[src/rtl/pic_pkg.sv]
package pic_pkg;
  localparam int LINES = 8;
  localparam int IDX_W = $clog2(LINES);
  localparam int OFS_W = IDX_W + 1;

  typedef enum logic [1:0] {ST_RUN, ST_BASE, ST_LINK, ST_MODE} init_st_e;

  typedef struct packed {
    logic rsel;
    logic poll;
    logic smm;
    logic aeoi;
    logic raeoi;
    logic sfnm;
    logic need4;
    logic single;
  } mode_t;

  // offset from base of first set bit, LINES when empty
  function automatic logic [OFS_W-1:0] first_from(input logic [LINES-1:0] v,
                                                  input logic [IDX_W-1:0] base);
    logic [OFS_W-1:0] r;
    r = OFS_W'(LINES);
    for (int i = LINES - 1; i >= 0; i--)
      if (v[base + IDX_W'(i)]) r = OFS_W'(i);
    return r;
  endfunction
endpackage

[src/rtl/pic_trig_reg.sv]
module pic_trig_reg #(
  parameter int W = 8,
  parameter logic [W-1:0] MASK = 8'hF8
) (
  input  logic         clk,
  input  logic         rst_n,
  input  logic         we,
  input  logic [W-1:0] wdata,
  output logic [W-1:0] q
);
  logic [W-1:0] q_nx;

  always_comb q_nx = wdata & MASK;

  always_ff @(posedge clk or negedge rst_n)
    if (!rst_n)  q <= '0;
    else if (we) q <= q_nx;


  trig_masked_chk: assert property (@(posedge clk) disable iff (!rst_n)
    we |=> q == ($past(wdata) & MASK));
endmodule

[src/rtl/pic_resolve.sv]
module pic_resolve
  import pic_pkg::*;
#(
  parameter bit PRIMARY  = 1'b1,
  parameter int CASC_BIT = 2
) (
  input  logic [LINES-1:0] irr,
  input  logic [LINES-1:0] imr,
  input  logic [LINES-1:0] isr,
  input  logic [IDX_W-1:0] base,
  input  logic             smm,
  input  logic             sfnm,
  output logic             valid,
  output logic [IDX_W-1:0] id
);
  logic [LINES-1:0] cur_set;
  logic [LINES-1:0] cur_fin;
  logic [OFS_W-1:0] req_ofs;
  logic [OFS_W-1:0] cur_ofs;

  always_comb cur_set = smm ? (isr & ~imr) : isr;

  generate
    if (PRIMARY) begin : g_nest
      always_comb begin
        cur_fin = cur_set;
        if (sfnm) cur_fin[CASC_BIT] = 1'b0;
      end
    end else begin : g_plain
      logic unused_sfnm;
      always_comb unused_sfnm = sfnm;
      always_comb cur_fin = cur_set;
    end
  endgenerate

  always_comb begin
    req_ofs = first_from(irr & ~imr, base);
    cur_ofs = first_from(cur_fin, base);
    valid   = !req_ofs[OFS_W-1] && (req_ofs < cur_ofs);
    id      = req_ofs[IDX_W-1:0] + base;
  end
endmodule

[src/rtl/prio_irq_ctrl.sv]
module prio_irq_ctrl
  import pic_pkg::*;
#(
  parameter logic [7:0] TRIG_MASK = 8'hF8,
  parameter bit         PRIMARY   = 1'b1,
  parameter int         CASC_BIT  = 2
) (
  input  logic       clk,
  input  logic       rst_n,
  input  logic [7:0] irq_in,
  input  logic       wr_en,
  input  logic       addr,
  input  logic [7:0] wdata,
  input  logic       rd_en,
  output logic [7:0] rd_data,
  input  logic       ack,
  input  logic       trig_we,
  input  logic [7:0] trig_wdata,
  output logic [7:0] trig_q,
  output logic       int_out,
  output logic [7:0] int_vec
);
  localparam int VB_W = 8 - IDX_W;

  logic [LINES-1:0] irr, imr, isr, last, irr_nx, imr_nx, isr_nx, last_nx;
  logic [IDX_W-1:0] base, base_nx, win_id, eoi_idx;
  logic [VB_W-1:0]  vbase, vbase_nx;
  mode_t            mode, mode_nx;
  init_st_e         st, st_nx;
  logic             win_valid;
  logic [OFS_W-1:0] eoi_ofs;
  logic             wr0, wr1, poll_rd;

  pic_trig_reg #(.W(LINES), .MASK(TRIG_MASK)) u_trig (
    .clk(clk), .rst_n(rst_n), .we(trig_we), .wdata(trig_wdata), .q(trig_q));

  pic_resolve #(.PRIMARY(PRIMARY), .CASC_BIT(CASC_BIT)) u_res (
    .irr(irr), .imr(imr), .isr(isr), .base(base), .smm(mode.smm),
    .sfnm(mode.sfnm), .valid(win_valid), .id(win_id));

  always_comb begin
    wr0     = wr_en && !addr;
    wr1     = wr_en && addr;
    poll_rd = rd_en && mode.poll;
    eoi_ofs = first_from(isr, base);
    eoi_idx = eoi_ofs[IDX_W-1:0] + base;
  end

  always_comb begin
    irr_nx = irr; imr_nx = imr; isr_nx = isr; last_nx = irq_in;
    base_nx = base; vbase_nx = vbase; mode_nx = mode; st_nx = st;
    // acknowledge
    if (ack && win_valid) begin
      if (mode.aeoi) begin
        if (mode.raeoi) base_nx = win_id + 1'b1;
      end else begin
        isr_nx[win_id] = 1'b1;
      end
      if (!trig_q[win_id]) irr_nx[win_id] = 1'b0;
    end
    // poll read
    if (poll_rd) begin
      mode_nx.poll = 1'b0;
      if (win_valid) begin
        irr_nx[win_id] = 1'b0;
        isr_nx[win_id] = 1'b0;
      end
    end
    // control words and commands
    if (wr0 && !wdata[4]) begin
      if (wdata[3]) begin
        if (wdata[2]) mode_nx.poll = 1'b1;
        if (wdata[1]) mode_nx.rsel = wdata[0];
        if (wdata[6]) mode_nx.smm  = wdata[5];
      end else begin
        unique case (wdata[7:5])
          3'd0, 3'd4: mode_nx.raeoi = wdata[7];
          3'd1, 3'd5:
            if (!eoi_ofs[OFS_W-1]) begin
              isr_nx[eoi_idx] = 1'b0;
              if (wdata[7]) base_nx = eoi_idx + 1'b1;
            end
          3'd3: isr_nx[wdata[2:0]] = 1'b0;
          3'd6: base_nx = wdata[2:0] + 1'b1;
          3'd7: begin
            isr_nx[wdata[2:0]] = 1'b0;
            base_nx = wdata[2:0] + 1'b1;
          end
          default: ;
        endcase
      end
    end
    // address-1 words
    if (wr1) begin
      unique case (st)
        ST_RUN:  imr_nx = wdata;
        ST_BASE: begin
          vbase_nx = wdata[7:IDX_W];
          st_nx = mode.single ? (mode.need4 ? ST_MODE : ST_RUN) : ST_LINK;
        end
        ST_LINK: st_nx = mode.need4 ? ST_MODE : ST_RUN;
        ST_MODE: begin
          mode_nx.sfnm = wdata[4];
          mode_nx.aeoi = wdata[1];
          st_nx = ST_RUN;
        end
        default: st_nx = ST_RUN;
      endcase
    end
    // request sampling
    for (int i = 0; i < LINES; i++) begin
      if (trig_q[i])                irr_nx[i] = irq_in[i];
      else if (irq_in[i] && !last[i]) irr_nx[i] = 1'b1;
    end
    // initialization overrides everything
    if (wr0 && wdata[4]) begin
      irr_nx = '0; imr_nx = '0; isr_nx = '0; last_nx = '0;
      base_nx = '0; vbase_nx = '0; mode_nx = '0;
      mode_nx.need4  = wdata[0];
      mode_nx.single = wdata[1];
      st_nx = ST_BASE;
    end
  end

  always_ff @(posedge clk or negedge rst_n)
    if (!rst_n) begin
      irr <= '0; imr <= '0; isr <= '0; last <= '0;
      base <= '0; vbase <= '0; mode <= '0; st <= ST_RUN;
      int_out <= 1'b0;
    end else begin
      irr <= irr_nx; imr <= imr_nx; isr <= isr_nx; last <= last_nx;
      base <= base_nx; vbase <= vbase_nx; mode <= mode_nx; st <= st_nx;
      int_out <= win_valid;
    end

  always_comb begin
    if (mode.poll)  rd_data = win_valid ? 8'(win_id) : 8'h07;
    else if (addr)  rd_data = imr;
    else            rd_data = mode.rsel ? isr : irr;
    int_vec = {vbase, win_id};
  end


  init_clear_chk: assert property (@(posedge clk) disable iff (!rst_n)
    (wr0 && wdata[4]) |=> (irr == '0 && isr == '0 && imr == '0 && st == ST_BASE));

  mask_load_chk: assert property (@(posedge clk) disable iff (!rst_n)
    (wr1 && st == ST_RUN) |=> imr == $past(wdata));

  masked_quiet_chk: assert property (@(posedge clk) disable iff (!rst_n)
    ($past(imr) == 8'hFF) |-> !int_out);

  win_req_chk: assert property (@(posedge clk) disable iff (!rst_n)
    win_valid |-> (irr[win_id] && !imr[win_id]));

  ack_isr_chk: assert property (@(posedge clk) disable iff (!rst_n)
    (ack && win_valid && !mode.aeoi && !wr_en && !poll_rd) |=> isr[$past(win_id)]);
endmodule

[config.mk]
export PLATFORM = sky130hd
export DESIGN_NAME = prio_irq_ctrl
export DESIGN_NICKNAME = d
export VERILOG_FILES = /design/src/rtl/pic_pkg.sv /design/src/rtl/pic_trig_reg.sv /design/src/rtl/pic_resolve.sv /design/src/rtl/prio_irq_ctrl.sv
export SDC_FILE = /design/constraint.sdc
export NUM_CORES = 1
export LEC_CHECK = 0
export BUFFER_PORTS_ARGS = -buffer_cell sky130_fd_sc_hd__buf_2
export CORE_MARGIN = 4
export CORE_UTILIZATION = 60
export CTS_CLUSTER_SIZE = 25
export DETAILED_ROUTE_END_ITERATION = 10
export PLACE_DENSITY = 0.81
export SLEW_MARGIN = 10
export SYNTH_ARGS = -nofsm -noshare
export SYNTH_HDL_FRONTEND = slang
export SYNTH_SLANG_ARGS = --single-unit
[constraint.sdc]
create_clock -name clk -period 7 [get_ports clk]
set_clock_uncertainty 0.2 [all_clocks]
set_input_delay 1.05 -clock clk [delete_from_list [all_inputs] [get_ports clk]]
set_output_delay 1.05 -clock clk [all_outputs]
set_load 0.02 [all_outputs]
* Word level (Yosys, flattened, before mapping) *
Index checks and enable logic that the tools add are counted.

storage, ports and cells
  RAM bits = 0
  word-level logic and storage cells = 266
  bits in latches = 0
  ROM bits = 0
  memories = 0
  register bits after elaboration = 56

operators by class
  bitwise logic cells = 12
  multiply operators = 0
  muxes and demuxes = 148
  equal/unequal tests = 10
  $add $sub $neg = 12
  reductions and logical operators = 52
  divide/modulo/power cells = 0
  $lt $le $gt $ge = 15
  shift operators = 0

operators by type and width
  cell                   number
  $mux W8                22
  $mux W4                24
  $bmux W1 S3            25
  $and A8 B8 Y8          7
  $mux W1                53
  $lt A3 B4 Y1 const B   11
  $mux W3                11
  $not A8 Y8             4
  $logic_and A1 B1 Y1    18
  $reduce_bool A2 Y1     9
  $pmux W8 S2            1
  $mux W5                3
  $add A3 B1 Y3 const B  4
  $add A3 B3 Y3 const B  4
  $eq A3 B3 Y1 const B   4
  $logic_not A1 Y1       11
  $demux W1 S3           3
  $ge A3 B1 Y1 const B   3
  $reduce_and A3 Y1      3
  $mux W2                4
  $or A8 B8 Y8           1
  $reduce_and A2 Y1      4
  $reduce_or A2 Y1       4
  $add A3 B2 Y3 const B  2
  12 further kinds       14

* Longest topological paths before layout *
Gate-level depths: netlist (run 1).

  depth after elaboration = 29
  depth in mapped cells = 20
  gate-level depth less buffers = 18

* By module *
From an unflattened synthesis (run 1), not the netlist that was laid out.

second synthesis, totals
  cell total of the unflattened synthesis = 581
  area, all modules = 5213.8 um^2

by module, submodules not included
  module         cells an instance  area an instance (um^2)  times used  seq. area each (um^2)
  prio_irq_ctrl  437                3806.2                   1           1276.2
  pic_resolve    130                1199.9                   1           0.0
  pic_trig_reg   14                 207.7                    1           125.1

* Worst setup path after synthesis (run 1) *
Ideal clock, no wire load.

  path type = register to output
  start = register base[1]
  end = output port rd_data[2]
  required time = 5750 ps
  stages on the path, launching flop included = 16
  data arrival time = 4411 ps
  path slack = 1339 ps
  cell sequence = dfrtp_1 > buf_2 > clkinv_1 > ha_1 > clkbuf_1 > mux4_2 > and2_1 > or3_1 > nand2b_1 > or3_1 > ha_1 > o211ai_1 > o31ai_1 > nor2_1 > clkbuf_1 > a31oi_1

between the ends
  longest elaborated chain between the ends = 15
  elaborated cells on any way between the ends = 61
  classes of those cells = 8 x add/sub; 1 x order compare; 50 x mux; 2 x reduce/logical

RTL lines
  element                                                  line                  source
  from (decl)                                              prio_irq_ctrl.sv:26   logic [IDX_W-1:0] base, base_nx, win_id, eoi_idx;
  from (signal assigned)                                   prio_irq_ctrl.sv:132  base <= base_nx; vbase <= vbase_nx; mode <= mode_nx; st <= st_nx;
  $add A3 B3 Y3                                            pic_pkg.sv:25         if (v[base + IDX_W'(i)]) r = OFS_W'(i);
  $bmux W1 S3                                              pic_pkg.sv:25
  $mux W1 (not written as such)                            pic_pkg.sv:25
  $mux W4 (8 in series)                                    pic_pkg.sv:25
  $lt A4 B4 Y1 / $logic_not A1 Y1 (equally long branches)  pic_resolve.sv:39     valid = !req_ofs[OFS_W-1] && (req_ofs < cur_ofs);
  $logic_and A1 B1 Y1 (*)                                  pic_resolve.sv:39
  via u_res.valid                                          pic_resolve.sv:13     output logic valid,
  $mux W3 (*)                                              prio_irq_ctrl.sv:137  if (mode.poll) rd_data = win_valid ? 8'(win_id) : 8'h07;
  $mux W8 (*)                                              prio_irq_ctrl.sv:137
  to (decl)                                                prio_irq_ctrl.sv:15   output logic [7:0] rd_data,

The timed path passes the listed nets; every way through them passes the cells marked *. The select of a mux whose other input is x is not followed.

* Worst setup path in the final report (run 1) *
  start = register base[0]
  end = output port rd_data[2]

between the ends
  longest elaborated chain between the ends = 15
  elaborated cells on any way between the ends = 61
  classes of those cells = 8 x add/sub; 1 x order compare; 50 x mux; 2 x reduce/logical

RTL lines
  element                                                  line
  $add A3 B3 Y3                                            pic_pkg.sv:25
  $bmux W1 S3                                              pic_pkg.sv:25
  $mux W1 (not written as such)                            pic_pkg.sv:25
  $mux W4 (8 in series)                                    pic_pkg.sv:25
  $lt A4 B4 Y1 / $logic_not A1 Y1 (equally long branches)  pic_resolve.sv:39
  $logic_and A1 B1 Y1                                      pic_resolve.sv:39
  $mux W3 (*)                                              prio_irq_ctrl.sv:137
  $mux W8 (*)                                              prio_irq_ctrl.sv:137

Mark *: on every way between the ends. The rest lies on a longest branch, timed or not. The select of a mux whose other input is x is not followed.

==> results of run 1 <==
placed cells by master, fill, tap and decap left out, drive strengths merged, types with 9 or more instances in the layout:
master  netlist  final
nor2         29     29
buf          13     56
and2         16     16
nand2        41     41
nor2b        30     30
ha           14     14
a21oi        19     19
nor3b        10     10
nand3        32     32
o21ai        43     43
a211oi       20     20
mux4         21     21
inv          37     38
a31oi        19     19
a22o          9      9
mux2i        20     20
mux2         13     13
nor3          9      9
dfrtp        56     56
area by class of cell:
| cell class | count | area (sq um) |
|---|---|---|
| multi-input combinational | 456 | 3440 |
| timing repair buffer | 56 | 298 |
| tap | 105 | 131 |
| inverter | 38 | 145 |
| sequential | 56 | 1400 |
| clock buffer | 5 | 68.8 |
| fill | 699 | 2800 |
| clock inverter | 3 | 22.5 |
critical path: stages (launching register included):
cell and delay [ns]:
dfrtp_1 0.35, buf_4 0.38, inv_2 0.22, ha_1 0.31
xnor2_1 0.47, mux4_2 0.64, a21bo_1 0.19, a32oi_1 0.28
nand2_1 0.12, ha_1 0.20, fa_1 0.41, xnor2_1 0.28
a21oi_1 0.12, nor2b_2 0.49, a31oi_1 0.18, buf_2 0.19
layer usage:
metal	share of wire [%]	wire, um	up-vias
li1	-	-	2235
met1	43	6020	2332
met2	47	6570	235
met3	6.7	929	38
met4	2.9	408	0
met5	0	0	-
registers in the layout (all words and copies together), names as in the netlist:
name      flops
irr           8
int_out       1
mode          8
isr           8
last          8
vbase         5
imr           8
base          3
u_trig.q      5
st            2
cells by family after synthesis:
| family | count (synthesis) | synth area share [%] |
|---|---|---|
| and+or+nand+nor | 202 | 21.4 |
| AOI/OAI and AO/OA | 168 | 22.6 |
| buffers and inverters | 74 | 6.15 |
| DFF | 56 | 27.2 |
| muxes | 54 | 15.9 |
| adders and majority gates | 16 | 4.18 |
| xor gates and xnor gates | 13 | 2.50 |
| other | 1 | 0.0729 |
worst max path at each step:
stage / slack [ns] / depth (start not counted) / endpoint / startpoint
2_1_floorplan: 1.34 / 15 / rd_data[2] / base[1]$_DFF_PN0_
3_3_place_gp: 1.16 / 16 / rd_data[1] / base[0]$_DFF_PN0_
3_5_place_dp: 1.01 / 15 / rd_data[2] / base[0]$_DFF_PN0_
4_1_cts: 0.63 / 15 / rd_data[2] / base[0]$_DFF_PN0_
5_1_grt: 0.25 / 15 / rd_data[2] / base[0]$_DFF_PN0_
6_report: 0.59 / 15 / rd_data[2] / base[0]$_DFF_PN0_
per-stage QoR:
stage / util [%] / hold slack, ns
floorplan: - / 0.256
global placement: 65.2 / 0.281
detailed placement: 65.2 / 0.298
CTS: 66.3 / 0.322
global route: 66.3 / 0.369
finish: 66.3 / 0.327
==> metrics.md, run 1 <==
| Metric | Value |
|---|---|
| Result of the run | finished, final reports clean |
| CTS buffer count | 5 |
| Largest net degree at the start of global routing | 57 |
| Clock root buffer | clkbuf_8 |
| Wire length per cell | 19.4 um |
| Hold_buf cts | 0 |
| Count of cell types in the netlist | 74 |
| Max_slew headroom | 42.3% |
| CTS tree | built |
| Register area share after synthesis | 27.2% |
| Required @ worst endpoint | 5.75 ns |
| Reg2reg setup slack | 1.23 ns |
| Top post-synthesis cells by count | dfrtp_1, nand2_1, o21ai_0, inv_1, nand3_1 |
| Busiest grt layer | met2 |
| Period utilisation layout | 91.6% |
| Clk Latency, worst-skew pair | ~0.32 ns |
| Worst Path Class, Setup | flip-flop to primary output |
| Share of post-route cells with drive strength above 1 | 19.1% |
| Hold WC Path Type | flip-flop to flip-flop |
| Vias in the first global route | 4,553 |
| Clk sinks | between 50 and 60 |
| Final ANT Viol Nets | 0 |
| Max-Cap Viols | 0 |
| Area share of the largest cell type after synthesis | 27.2% |
| Met1 GRT Util | between 30% and 40% |
| Hold depth | 2 |
| EDFF count, synth | 0 |
| Synth Warn # | 0 |
| Die Y | 101 um |
| FF-to-FF path depth | 17 |
| Die area | 0.0101 sq mm |
| Cts repair resizes | 0 |
| Setup Buffers After CTS | 0 |
| Syn-to-layout area delta | 6.93% |
| GRT met3 Usage | 3.25% |
| M2 GR Usage | 44.6% |
| Worst Slack Setup Final | slightly below 0.6 ns |
| Std-Cell Rows | 33 |
| Initial antenna violation count | 0 |
| Finished Cell Area | 0.00550 sq mm |
| Total gr overflow | 0 |
| Final count of hold timing violations | 0 |
| # IOs | 56 |
| Hold wc startpoint | mode[0]$_DFFE_PN0P_ |
| First-pass iteration count of the detailed router | 5 |
| I/O Buffers | 49 |
| RR Startpoint | base[0]$_DFF_PN0_ |
| Drt drc | 0 |
| GRT Util Overall | approximately 28% |
| Most common cell in the netlist | dfrtp_1 |
| Die width | 101 um |
| Tmin final | approximately 6.4 ns |
| Clock Tree Buf Depth | 2 |
| Worst Hold End | mode[0]$_DFFE_PN0P_ |
| #FFs+latches synth | 56 |
| Routed vias/inst | 6.73 |
| Max Transition Viols Final | 0 |
| Crit path launch type | flip-flop |
| Clock transition at the registers of the reported paths | about 0.1 ns |
| Detailed-route via count | 4,840 |
| Initial core utilization | 62.0% |
| # H-tree levels | 2 |
| GP Congestion | 0.970 |
| Drt total wl | 13,900 um |
| DP Area | ~0.0054 sq mm |
| Top FF cell, synth | dfrtp_1 |
| Crit-path max FO | 33 |
| Final HPWL DP | 10,500 um |
| Asr flop ratio synth | 100% |
| Tightest Pin Transition | 0.864 ns |
| Mapped cell area | 0.00515 sq mm |
| Endpoints failing setup | 0 |
| Final Net Count | 660 |
| Global-route wire length before repair | 22,700 um |
| Synth Instances | 584 |
| Final TNS setup | 0 ns |
| Core area | 0.00830 sq mm |
| DP Worst Slack | 1.01 ns |
| Fmax | between 150 and 200 MHz |
| Cell taking the most area after synthesis | dfrtp_1 |
| End of the worst register-to-register path | irr[5]$_DFF_PN0_ |
| Worst EP arrival | ~5.2 ns |
| Antenna diodes | 0 |
| Top post-synthesis cells by area | dfrtp_1, mux4_2, mux2i_1 |
| RSZ-0062 raised after global routing | false |
| Initial DRC Count | ~430 |
| Placed Cells | 711 |
| Syn avg cell area | 8.81 sq um |
| Crit. End Element | primary output |
| Finished Layout Cells | 719 |
Power of run 1 is not shown: default switching activity piles up to over one toggle a cycle in this logic, so the estimate is an artifact.
==> run 2: changes to the inputs <==
--- a/config.mk
+++ b/config.mk
@@ -10,7 +10,8 @@
 export CORE_UTILIZATION = 60
 export CTS_CLUSTER_SIZE = 25
 export DETAILED_ROUTE_END_ITERATION = 10
-export PLACE_DENSITY = 0.81
+export GPL_ROUTABILITY_DRIVEN = 0
+export PLACE_DENSITY = 0.8
 export SLEW_MARGIN = 10
 export SYNTH_ARGS = -nofsm -noshare
 export SYNTH_HDL_FRONTEND = slang
==> run 2 against run 1 <==
  * Cell count decreased by 0.14%
  * Die area unchanged
  * Register-to-register slack improved by 0.20 ns
  * Count of clock-buffer cells in the layout increased by 2
  * Worst setup slack improved by 0.030 ns
  * Wire length decreased by 0.32%
  * Hold slack got worse by 0.0094 ns
  * Via count increased by 0.93%
  * Highest routed layer unchanged
==> metrics.md, run 2 (synthesis gave the netlist of run 1 again) <==
| Metric | Value |
|---|---|
| Commonest non-fill, non-tap cells in the layout | dfrtp_1, buf_2, nand2_1, o21ai_0, inv_1 |
| Global-route wire length before repair | 23,200 um (+2.4%) |
| Hold wc startpoint | mode[0]$_DFFE_PN0P_ |
| Antenna diodes | 0 (unchanged) |
| Syn-to-layout area delta | 6.83% (about the same) |
| Initial antenna violation count | 0 (unchanged) |
| Max_slew headroom | 35.7% (-6.6 points) |
| CTS tree | built |
| Register area | 0.00140 sq mm (unchanged) |
| Share of post-route cells with drive strength above 1 | 18.8% (-0.30 points) |
| Clk Latency, worst-skew pair | 0.31 ns (about the same) |
| Drt total wl | 13,900 um (-0.32%) |
| DR WL met3 | 949 um (+2.2%) |
| Setup Buffers After CTS | 0 (unchanged) |
| Fmax | 157 MHz (+0.46%) |
| CTS buffer count | 5 (unchanged) |
| RR Startpoint | base[1]$_DFF_PN0_ |
| Std-Cell Rows | 33 (unchanged) |
| Hold_buf cts | 0 (unchanged) |
| # fillers | 700 (+0.14%) |
| CP bufs+invs | 3 (unchanged) |
| Max Transition Viols Final | 0 (unchanged) |
| # H-tree levels | 2 (unchanged) |
| Initial DRC Count | 573 (+34%) |
| Footprint of the multi-input gates | 0.00344 sq mm (unchanged) |
| Hold WC Path Type | flip-flop to flip-flop |
| Wire length per cell | 19.3 um (-0.18%) |
| Largest net degree at the start of global routing | 57 (unchanged) |
| Tightest Pin Transition | 0.963 ns (+0.0991 ns) |
| Max-Cap Viols | 0 (unchanged) |
| Clock transition at the registers of the reported paths | 0.10 ns (about the same) |
| Core area | 0.00830 sq mm (unchanged) |
| Clock Tree Buf Depth | 2 (unchanged) |
| Clk sinks | 56 (unchanged) |
| First-pass iteration count of the detailed router | 7 (+2) |
| Worst path depth | 14 (-1) |
| Hold depth | 2 (unchanged) |
| Required @ worst endpoint | 5.75 ns (about the same) |
| I/O Buffers | 49 (unchanged) |
| Final count of hold timing violations | 0 (unchanged) |
| # IOs | 56 (unchanged) |
| DR WL met2 | 6630 um (+1.0%) |
| Finished Layout Cells | 718 (-0.14%) |
| Final TNS setup | 0 ns (unchanged) |
| RSZ-0062 raised after global routing | false |
| CP max-delay cell | ha_1 |
| Total gr overflow | 0 (unchanged) |
| CP max stage delay | 0.70 ns (+0.06 ns) |
| Hold WS | 0.317 ns (-0.00943 ns) |
| Delay-heaviest family, CP | simple AND/OR/NAND/NOR gates |
| Detailed-route via count | 4,885 (+0.93%) |
| Top sig layer | met4 |
| Drt drc | 0 (unchanged) |
| Critical Path Source | base[1]$_DFF_PN0_ |
| Result of the run | finished, final reports clean |
| Metal-1 WL | 5920 um (-1.7%) |
| Most common cell after layout, fill and taps aside | dfrtp_1 |
| Crit-path max FO | 12 (-64%) |
| Tmin final | 6.38 ns (-0.0297 ns) |
| Crit. End Element | primary output |
| Final HPWL DP | 10,600 um (+0.14%) |
| Routed vias/inst | 6.80 (+1.1%) |
| FF-to-FF path depth | 16 (-1) |
| Vias in the first global route | 4,727 (+3.8%) |
| Clock root buffer | clkbuf_8 |
| Placed Cells | 710 (-0.14%) |
| Die width | 101 um (unchanged) |
| GRT Util Overall | 28.4% (+0.29 points) |
| Fin util | 66.3% (about the same) |
| Worst Path Class, Setup | flip-flop to primary output |
| Initial core utilization | 62.0% (unchanged) |
| Worst EP arrival | 5.13 ns (-0.03 ns) |
| Crit path launch type | flip-flop |
| Final Net Count | 659 (-0.15%) |
| Die area | 0.0101 sq mm (unchanged) |
| Period utilisation layout | 91.2% (-0.42 points) |
| Final ANT Viol Nets | 0 (unchanged) |
| Endpoints failing setup | 0 (unchanged) |
| Cts repair resizes | 0 (unchanged) |
| Die Y | 101 um (unchanged) |
| CP cell instances | clkinv_1 -> ha_1 -> inv_1 -> a221oi_1 -> a211oi_1 -> or3_1 -> nand2b_1 -> or3_1 -> ha_1 -> a221oi_1 -> o31ai_1 -> nor2_1 -> a31oi_1 -> buf_2 |
==> run 2: cell count changes in the layout (fill, tap and decap cells not counted) <==
cell,before,now
buf_4,7,6
clkbuf_1,0,1
clkbuf_8,5,6
clkinv_2,1,0
clkinv_4,1,0
clkinvlp_4,0,1
inv_6,1,0
==> run 2: final cells by class <==
| cell class | count | share of cell area [%] |
|---|---|---|
| tap | 105 | 2.39 |
| inverter | 38 | 2.64 |
| multi-input combinational | 456 | 62.5 |
| clock buffer | 7 | 1.57 |
| sequential | 56 | 25.5 |
| timing repair buffer | 55 | 5.28 |
| clock inverter | 1 | 0.137 |
==> run 2: layer usage <==
layer | up-vias | track usage (%)
li1 | 2233 | -
met5 | - | 0
met3 | 34 | 4.50
met4 | 0 | 9.53
met2 | 232 | 45.7
met1 | 2386 | 39.2
==> run 2: worst min-delay path, cell delays in order (launching register included) <==
cell     delay (ns)
dfrtp_1        0.37
nand2_1        0.06
nand2_1        0.06
==> run 2: path summary, 6_finish.rpt <==
check                                     endpoint  slack, ns
max                                     rd_data[2]       0.62
min                            mode[0]$_DFFE_PN0P_       0.32
max reg2reg                       irr[5]$_DFF_PN0_       1.43
min reg2reg                    mode[0]$_DFFE_PN0P_       0.32
max in group asynchronous     vbase[4]$_DFFE_PN0P_       5.46
min in group asynchronous  u_trig.q[4]$_DFFE_PN0P_       0.67
==> run 2: per-stage QoR <==
step / setup WS, ns / cell area (sq um)
3_3_place_gp: 1.13 / 5410
4_1_cts: 0.663 / 5500
2_1_floorplan: 1.34 / 5150
5_1_grt: 0.276 / 5500
6_report: 0.617 / 5500
3_5_place_dp: 1.01 / 5410
Power of run 2 is left out for the same reason.
